<file path="config.mk">
export PLATFORM = sky130hd
export DESIGN_NAME = lane_demux
export DESIGN_NICKNAME = d
export VERILOG_FILES = /design/src/rtl/lane_demux_pkg.sv /design/src/rtl/lane_demux_ctrl.sv /design/src/rtl/lane_demux_dp.sv /design/src/rtl/lane_demux.sv
export SDC_FILE = /design/constraint.sdc
export NUM_CORES = 1
export LEC_CHECK = 0
export BUFFER_PORTS_ARGS = -buffer_cell sky130_fd_sc_hd__buf_4
export CORE_ASPECT_RATIO = 1.4
export CORE_MARGIN = 2
export CORE_UTILIZATION = 54
export CTS_BUF_LIST = sky130_fd_sc_hd__clkbuf_4
export CTS_CLUSTER_DIAMETER = 150
export CTS_CLUSTER_SIZE = 14
export DETAILED_ROUTE_END_ITERATION = 8
export PLACE_DENSITY = 0.77
export SLEW_MARGIN = 10
export SYNTH_ARGS = -nofsm -noshare
export SYNTH_HDL_FRONTEND = slang
export SYNTH_SLANG_ARGS = --single-unit
</file>
<file path="constraint.sdc">
create_clock -name clk -period 1.78 [get_ports clk]
set_input_delay 0.178 -clock clk [delete_from_list [all_inputs] [get_ports clk]]
set_output_delay 0.178 -clock clk [all_outputs]
set_load 0.1 [all_outputs]
</file>
<file path="src/rtl/lane_demux_pkg.sv">
package lane_demux_pkg;

  // Strobes handed from the control path to the datapath.
  typedef struct packed {
    logic       emit;   // latch the word completed in this bit time
    logic [1:0] chan;   // channel label for that word
  } demuxCtrl_t;

  // Quad-mode slot position to channel index: the lane carries the
  // first, third, second and fourth channel of its group in turn.
  function automatic logic [1:0] slotToChan(input logic [1:0] slot);
    logic [1:0] c;
    case (slot)
      2'd0:    c = 2'd0;
      2'd1:    c = 2'd2;
      2'd2:    c = 2'd1;
      default: c = 2'd3;
    endcase
    return c;
  endfunction

endpackage

</file>
<file path="src/rtl/lane_demux_ctrl.sv">
module lane_demux_ctrl
  import lane_demux_pkg::*;
#(
  parameter int N     = 12,
  parameter int LAT_W = 6
) (
  input  logic             clk,
  input  logic             rstN,
  input  logic             quadMode,
  input  logic [LAT_W-1:0] latencyHalf,
  input  logic             frameLvl,
  input  logic             trigIn,
  output demuxCtrl_t       ctrlOut,
  output logic             alignErr
);
  localparam int CNT_W     = $clog2(N + 1);
  localparam int HALF_BITS = 2 * N;
  localparam int LAT_MAX   = ((1 << LAT_W) - 1) * HALF_BITS;
  localparam int LATC_W    = $clog2(LAT_MAX + 1);

  // frame tracking
  logic             frameQ;
  logic             synced;
  logic [CNT_W-1:0] bitCnt;
  logic [CNT_W-1:0] bitCntNext;
  logic             frameEdge;
  logic             sampleStart;
  logic             sampleDone;
  logic             misEdge;
  logic             errQ;

  // trigger / latency / anchor
  logic              trigQ;
  logic              trigPrev;
  logic              trigRise;
  logic              counting;
  logic [LATC_W-1:0] latCnt;
  logic [LATC_W-1:0] latTarget;
  logic              armed;
  logic              anchorNow;
  logic              anchored;
  logic [1:0]        curSlot;

  assign frameEdge   = frameLvl ^ frameQ;
  assign sampleStart = frameEdge || (synced && (bitCnt == CNT_W'(N)));
  assign bitCntNext  = sampleStart ? CNT_W'(1) : bitCnt + 1'b1;
  assign sampleDone  = (synced || frameEdge) && (bitCntNext == CNT_W'(N));
  assign misEdge     = synced && frameEdge && (bitCnt != CNT_W'(N));

  assign trigRise  = trigQ & ~trigPrev;
  assign latTarget = LATC_W'(latencyHalf) * LATC_W'(HALF_BITS);
  assign anchorNow = quadMode && armed && frameEdge && frameLvl;

  always_ff @(posedge clk or negedge rstN) begin
    if (!rstN) begin
      frameQ <= 1'b0;
      synced <= 1'b0;
      bitCnt <= '0;
      errQ   <= 1'b0;
    end else begin
      frameQ <= frameLvl;
      if (synced || frameEdge) begin
        bitCnt <= bitCntNext;
        synced <= 1'b1;
      end
      if (misEdge) errQ <= 1'b1;
    end
  end

  // Trigger is registered into the sampling domain before any use.
  always_ff @(posedge clk or negedge rstN) begin
    if (!rstN) begin
      trigQ    <= 1'b0;
      trigPrev <= 1'b0;
    end else begin
      trigQ    <= trigIn;
      trigPrev <= trigQ;
    end
  end

  always_ff @(posedge clk or negedge rstN) begin
    if (!rstN) begin
      counting <= 1'b0;
      latCnt   <= '0;
      armed    <= 1'b0;
    end else if (!quadMode) begin
      counting <= 1'b0;
      latCnt   <= '0;
      armed    <= 1'b0;
    end else if (trigRise) begin
      counting <= 1'b1;
      latCnt   <= '0;
      armed    <= 1'b0;
    end else if (counting) begin
      if (latCnt == latTarget) begin
        counting <= 1'b0;
        armed    <= 1'b1;
      end else begin
        latCnt <= latCnt + 1'b1;
      end
    end else if (anchorNow) begin
      armed <= 1'b0;
    end
  end

  always_ff @(posedge clk or negedge rstN) begin
    if (!rstN) begin
      anchored <= 1'b0;
      curSlot  <= 2'd0;
    end else begin
      if (!quadMode)      anchored <= 1'b0;
      else if (anchorNow) anchored <= 1'b1;

      if (anchorNow)                   curSlot <= 2'd0;
      else if (synced && sampleStart)  curSlot <= curSlot + 2'd1;
    end
  end

  always_comb begin
    ctrlOut.emit = sampleDone && (!quadMode || anchored);
    if (quadMode) ctrlOut.chan = slotToChan(curSlot);
    else          ctrlOut.chan = frameLvl ? 2'd0 : 2'd1;
  end

  assign alignErr = errQ;

endmodule

</file>
<file path="src/rtl/lane_demux_dp.sv">
module lane_demux_dp
  import lane_demux_pkg::*;
#(
  parameter int N = 12
) (
  input  logic         clk,
  input  logic         rstN,
  input  logic         serBit,
  input  demuxCtrl_t   ctrlIn,
  output logic [N-1:0] wordOut,
  output logic [1:0]   chanIdx,
  output logic         wordValid
);
  logic [N-1:0] shReg;
  logic [N-1:0] shNext;

  // MSB-first: earlier bits migrate toward the top as new bits enter.
  assign shNext = {shReg[N-2:0], serBit};

  always_ff @(posedge clk or negedge rstN) begin
    if (!rstN) begin
      shReg     <= '0;
      wordOut   <= '0;
      chanIdx   <= 2'd0;
      wordValid <= 1'b0;
    end else begin
      shReg     <= shNext;
      wordValid <= ctrlIn.emit;
      if (ctrlIn.emit) begin
        wordOut <= shNext;
        chanIdx <= ctrlIn.chan;
      end
    end
  end

endmodule

</file>
<file path="src/rtl/lane_demux.sv">
module lane_demux
  import lane_demux_pkg::*;
#(
  parameter int N     = 12,
  parameter int LAT_W = 6
) (
  input  logic             clk,
  input  logic             rstN,
  input  logic             quadMode,
  input  logic [LAT_W-1:0] latencyHalf,
  input  logic             serBit,
  input  logic             frameLvl,
  input  logic             trigIn,
  output logic [N-1:0]     wordOut,
  output logic [1:0]       chanIdx,
  output logic             wordValid,
  output logic             alignErr
);
  demuxCtrl_t ctrlBus;

  lane_demux_ctrl #(.N(N), .LAT_W(LAT_W)) u_ctrl (
    .clk         (clk),
    .rstN        (rstN),
    .quadMode    (quadMode),
    .latencyHalf (latencyHalf),
    .frameLvl    (frameLvl),
    .trigIn      (trigIn),
    .ctrlOut     (ctrlBus),
    .alignErr    (alignErr)
  );

  lane_demux_dp #(.N(N)) u_dp (
    .clk       (clk),
    .rstN      (rstN),
    .serBit    (serBit),
    .ctrlIn    (ctrlBus),
    .wordOut   (wordOut),
    .chanIdx   (chanIdx),
    .wordValid (wordValid)
  );

endmodule

</file>
# Word-level counts from Yosys, hierarchy flattened
# Cells that the tools add are included.
# word_totals
word_cells	71
output_inout_bits	16
in_bits	12
register_bits	51
# classes
reduce_logical	17
muxes	21
n_addsub	3
bitwise_logic	3
n_eq_ne	11
n_mul	1
# op_table
cell	count
$mux 11	4
$mux 1	12
$add 11x1->11 const B	1
$eq 11x11->1	1
$logic_and 1x1->1	9
$eq 4x4->1 const B	2
$mul 6x2->8 const B	1
$mux 2	3
$pmux 2 s3	1
$add 4x1->4 const B	1
$mux 4	1
$ne 4x1->1 const B	1
$ne 4x3->1 const B	1
$ne 4x4->1 const B	1
$reduce_and 2->1	2
$logic_or 1x1->1	3
$ne 3x1->1 const B	1
$ne 3x2->1 const B	1
$add 2x1->2 const B	1
$eq 2x1->1 const B	1
$eq 2x2->1 const B	1
$logic_not 2->1	1
$ne 2x1->1 const B	1
$reduce_bool 2->1	1
other kinds (4)	4

# Logic depth before layout (Yosys ltp)
# logic_depth
ltp_word	7
mapped_depth	9
depth_no_buf	9

# Hierarchy
# Synthesis repeated with hierarchy kept, for this count alone.
# unflattened
hier_cells	213
hier_area_um2	2414.8
# by_module_without_submodules
module	cells_each	area_per_inst_um2	n_inst	seq_area_each_um2
lane_demux_ctrl	172	1595.3	1	625.6
lane_demux_dp	41	819.5	1	650.6

# Worst setup path before layout
# Ideal clock, no wire load.
# synth_timing
kind	input port to flip-flop
start	in latencyHalf[0]
end	reg u_ctrl.latCnt[1]
setup_time_ns	0.070
path_stages	9
required_time_ns	1.710
path_buffers	0
slack_ns	-0.370
arrival_time_ns	2.081
path_cell_list	ha_1 inv_1 fa_1 xor2_1 nand3_1 nor4_4 o2111ai_2 or4_1 nand3_1
# synth_via
elab_chain_len	4
# synth_rtl
item	line_no	source
start, declared	lane_demux.sv:10	input logic [LAT_W-1:0] latencyHalf,
$mul 6x2->8	lane_demux_ctrl.sv:51	assign latTarget = LATC_W'(latencyHalf) * LATC_W'(HALF_BITS);
$eq 11x11->1	lane_demux_ctrl.sv:95	if (latCnt == latTarget) begin
$ne 3x2->1 (no line)	--	
$reduce_and 2->1 (no line)	--	
end signal, assigned	lane_demux_ctrl.sv:99	latCnt <= latCnt + 1'b1;
end, declared	lane_demux_ctrl.sv:37	logic [LATC_W-1:0] latCnt;
# Every way passes these cells.
# A chain may end at the register's enable or synchronous reset.

# Final worst setup path
# layout_timing
start	in latencyHalf[0]
end	reg u_ctrl.latCnt[0]
# Same word-level chain as after synthesis.

==> parameters.txt <==
Parameter                              Value

Place
  Cells after DPL    ~330
  Placer's final routability congestion estimate    0.788
  Port Buffers    27
  HPWL after DPL    ~3.3 mm
  Setup WS pre-CTS    -0.527 ns

Final layout
  Final cell count without fillers    346
  Area growth from synthesis to layout    31.6%
  Fraction of layout cells with a size suffix above 1    between 30% and 40%
  Fillers    around 330
  Diodes inserted    0
  Nets    just over 300

Timing
  Share of the clock period used by the worst path after layout    104%
  Setup repair after global routing missed its margin    yes
  Final count of pins violating max slew    0
  Remaining max-slew budget at the tightest pin    between 50% and 60%
  Worst Max-Slew Pin Slew    between 0.6 and 0.7 ns
  Fmax    539 MHz
  Fin crit period    1.85 ns
  Count of endpoints failing hold in the final timing report    0
  Post-Route Skew    roughly 0.020 ns
  Final setup fails    15
  Minimum setup slack in the final design    -0.0739 ns
  Final sum of negative setup slack    -0.453 ns

Clock network
  Clk pin slew, worst setup/hold paths    around 0.15 ns
  Num CTS Buffers    5
  Clock tree from TritonCTS    done
  Max Buffers Root-to-Sink    2
  Clock sink total    51
  Clock insertion delay at the later pin of the skew report    0.38 ns
  Depth of the CTS H-tree    2
  Clk Tree Root Cell    clkbuf_4

Route
  DRT antenna net count    0
  Count of unresolved DRC violations after routing    0
  DR vias    about 1800
  Detailed-route vias per instance    5.25
  Final routed wire length divided by cell count    around 14 um
  DRC violation total after the first TritonRoute iteration    47
  Number of search-and-repair iterations in the first detailed-routing pass    4
  Total routed wirelength    between 4 and 5 mm

Global routing
  Wire length of the first global-routing pass    approximately 8.5 mm
  Grt ovf    0
  Via count of the first global-routing pass    about 1900
  All-layer global routing usage    21.8%
  Maximum number of pins on one net before global-route repair    52
  Initial antenna violation count    0

Die
  Overall die height    ~84 um
  Io pins    28
  Area of the core    0.00446 mm2
  Die Outline Area    between 0.005 and 0.006 mm2
  Die width    about 61 um
  Cell Rows    29
  Starting density of the core    between 50 and 60%

Synth
  Syn_nets    about 240
  Share of the synthesized area in the top cell type    approximately 52%
  Async SR Flop Fraction    between 90% and 100%
  Cell type contributing the most total cell area after synthesis    dfrtp_1
  Largest cells by area after synthesis    dfrtp_1 52%, ha_1 6.6%, mux2_1 5.0%, xnor2_1 3.6%, xor2_1 3.2%
  Post-synth EDFFs    0
  Number of cells produced by synthesis    roughly 220
  Distinct cells, synth    48
  Prevailing post-synth register cell    dfrtp_1
  Share of synthesized area occupied by flip-flops and latches    between 50% and 60%
  Most repeated cell in the gate-level netlist after synthesis    dfrtp_1
  Post-Syn Area    0.00246 mm2
  Synth Warn #    0
  Post-synthesis register bit count    slightly above 50
  Cell types with the highest counts after synthesis    51 x dfrtp_1, 16 x inv_1, 16 x nor2_1
  Mean instance size in the synthesized netlist    roughly 11 um2

Worst setup path
  Critical path type    in2reg
  CP max FO    5
  Reg-to-reg critical path startpoint    u_ctrl.bitCnt[1]$_DFFE_PN0P_
  CP startpoint kind    primary input
  Delay-heaviest family, CP    simple AND/OR/NAND/NOR gates
  Arrival time at the worst endpoint    between 2 and 2.5 ns
  Max stage delay on crit path    0.51 ns
  Number of buffers and inverters on the critical path    2
  Slowest cell on the critical path    fa_1
  CP most frequent cell    nand3_1
  CP Data Required Time    ~2.1 ns
  Sort of element at the end of the critical path    flip-flop
  Sequence of cells on the critical path    buf_8 > ha_4 > inv_2 > fa_1 > xor2_1 > nand3_1 > nor4_4 > o2111ai_2 > or4_1 > nand3_1
  Crit path launch    latencyHalf[0]

Power and ir drop
  Sum of internal, switching and leakage power    around 3 mW
  Power Density    927 mW/mm2
  Worst VDD drop    0.694 mV
  Leak    approximately 1.5 nW

Worst hold path
  Hold Startpoint    frameLvl
  Worst min-delay path class    in2reg

Run status
  Result of the run    complete, but fails checks
  Violations in the final reports    negative setup slack

Run
  Max capacitance violation total    0
flip-flops by register name, summed over array words and instances, names as in the netlist, 2 cells and up:
register	flops
u_dp.wordOut	12
u_ctrl.curSlot	2
u_ctrl.latCnt	11
u_dp.shReg	11
u_dp.chanIdx	2
u_ctrl.bitCnt	4
timing repair:
action,CTS,global route
pin swaps,5,6
gates resized for setup,21,4
hold endpoints to repair,54,0
endpoints found under the setup margin,16,19
setup buffers,5,0
hold buffers,4,0
gates cloned,1,0
worst paths after layout:
check / endpoint / slack [ns] / cells past startpoint
max: u_ctrl.latCnt[0]$_DFFE_PN0P_ / -0.07 / 10
min: u_ctrl.anchored$_DFFE_PN0P_ / 0.15 / 3
max reg2reg: u_dp.wordOut[1]$_DFFE_PN0P_ / -0.04 / 7
min reg2reg: u_dp.shReg[5]$_DFF_PN0_ / 0.39 / 0
max in group asynchronous: u_ctrl.bitCnt[0]$_DFFE_PN0P_ / 0.96 / 2
min in group asynchronous: u_ctrl.latCnt[9]$_DFFE_PN0P_ / 0.35 / 2
layout make-up:
type	count	area, um2	area share (%)
Clock inverter	3	42.5	1.31
Timing Repair Buffer	63	513	15.8
Inverter	16	60.1	1.85
Sequential cell	51	1280	39.5
Multi-Input combinational cell	146	1230	38.0
Tap cell	62	77.6	2.40
Clock buffer	5	37.5	1.16
kinds of logic (layout without fill, tap and decap cells):
group / count (synthesis) / after routing / synth area share (%)
xor+xnor: 20 / 20 / 7.43
buf+inv: 20 / 87 / 3.92
simple gates: 65 / 65 / 14.7
compound gates: 34 / 34 / 8.70
flops: 51 / 51 / 51.9
fa+ha+maj: 14 / 14 / 7.43
mux: 13 / 13 / 5.95
metal layers:
| metal | share of wire, % | up-vias | track usage [%] |
|---|---|---|---|
| li1 | - | 880 | - |
| met1 | 40 | 896 | 26.4 |
| met2 | 56 | 31 | 38.0 |
| met3 | 2.4 | 9 | 3.41 |
| met4 | 1.9 | 0 | 7.31 |
| met5 | 0 | - | 0 |
tightest hold or removal path: cells and delay by family:
family                 cells  cell delay, ns
AND/OR/NAND/NOR            2            0.17
buffers and inverters      1            0.14
cells in the final DEF, fill, tap and decap left out, types with 2 or more instances in the layout:
master	netlist	final
or3_1	2	2
nand2_1	13	13
mux2_4	0	13
nand3_1	8	7
buf_4	1	53
dlygate4sd3_1	0	4
nand4_1	4	4
inv_1	16	13
nor3_1	5	4
nor3_4	1	2
nor2_1	16	16
o21bai_1	2	2
xnor2_1	10	9
ha_4	0	3
buf_6	1	4
or4_1	2	2
o21ai_0	10	10
a21oi_1	11	9
nor2b_1	2	2
inv_2	0	3
buf_8	0	2
ha_1	13	10
xor2_1	9	9
clkbuf_4	0	5
dfrtp_1	51	50
where the power goes:
part	total, mW	internal [mW]	switching, mW
clock	0.670	0.297	0.373
combinational	0.975	0.347	0.627
sequential	1.36	1.26	0.0933
stage by stage:
| stage | utilization, % | cell area, um2 | hold WS, ns |
|---|---|---|---|
| CTS | 73.3 | 3270 | 0.146 |
| global placement | 67.1 | 3000 | 0.239 |
| global route | 72.6 | 3240 | 0.161 |
| floorplan | - | 2530 | -0.118 |
| finish | 72.6 | 3240 | 0.151 |
| detailed placement | 67.1 | 3000 | 0.243 |
Note: power is estimated with default switching activity, not from simulation.
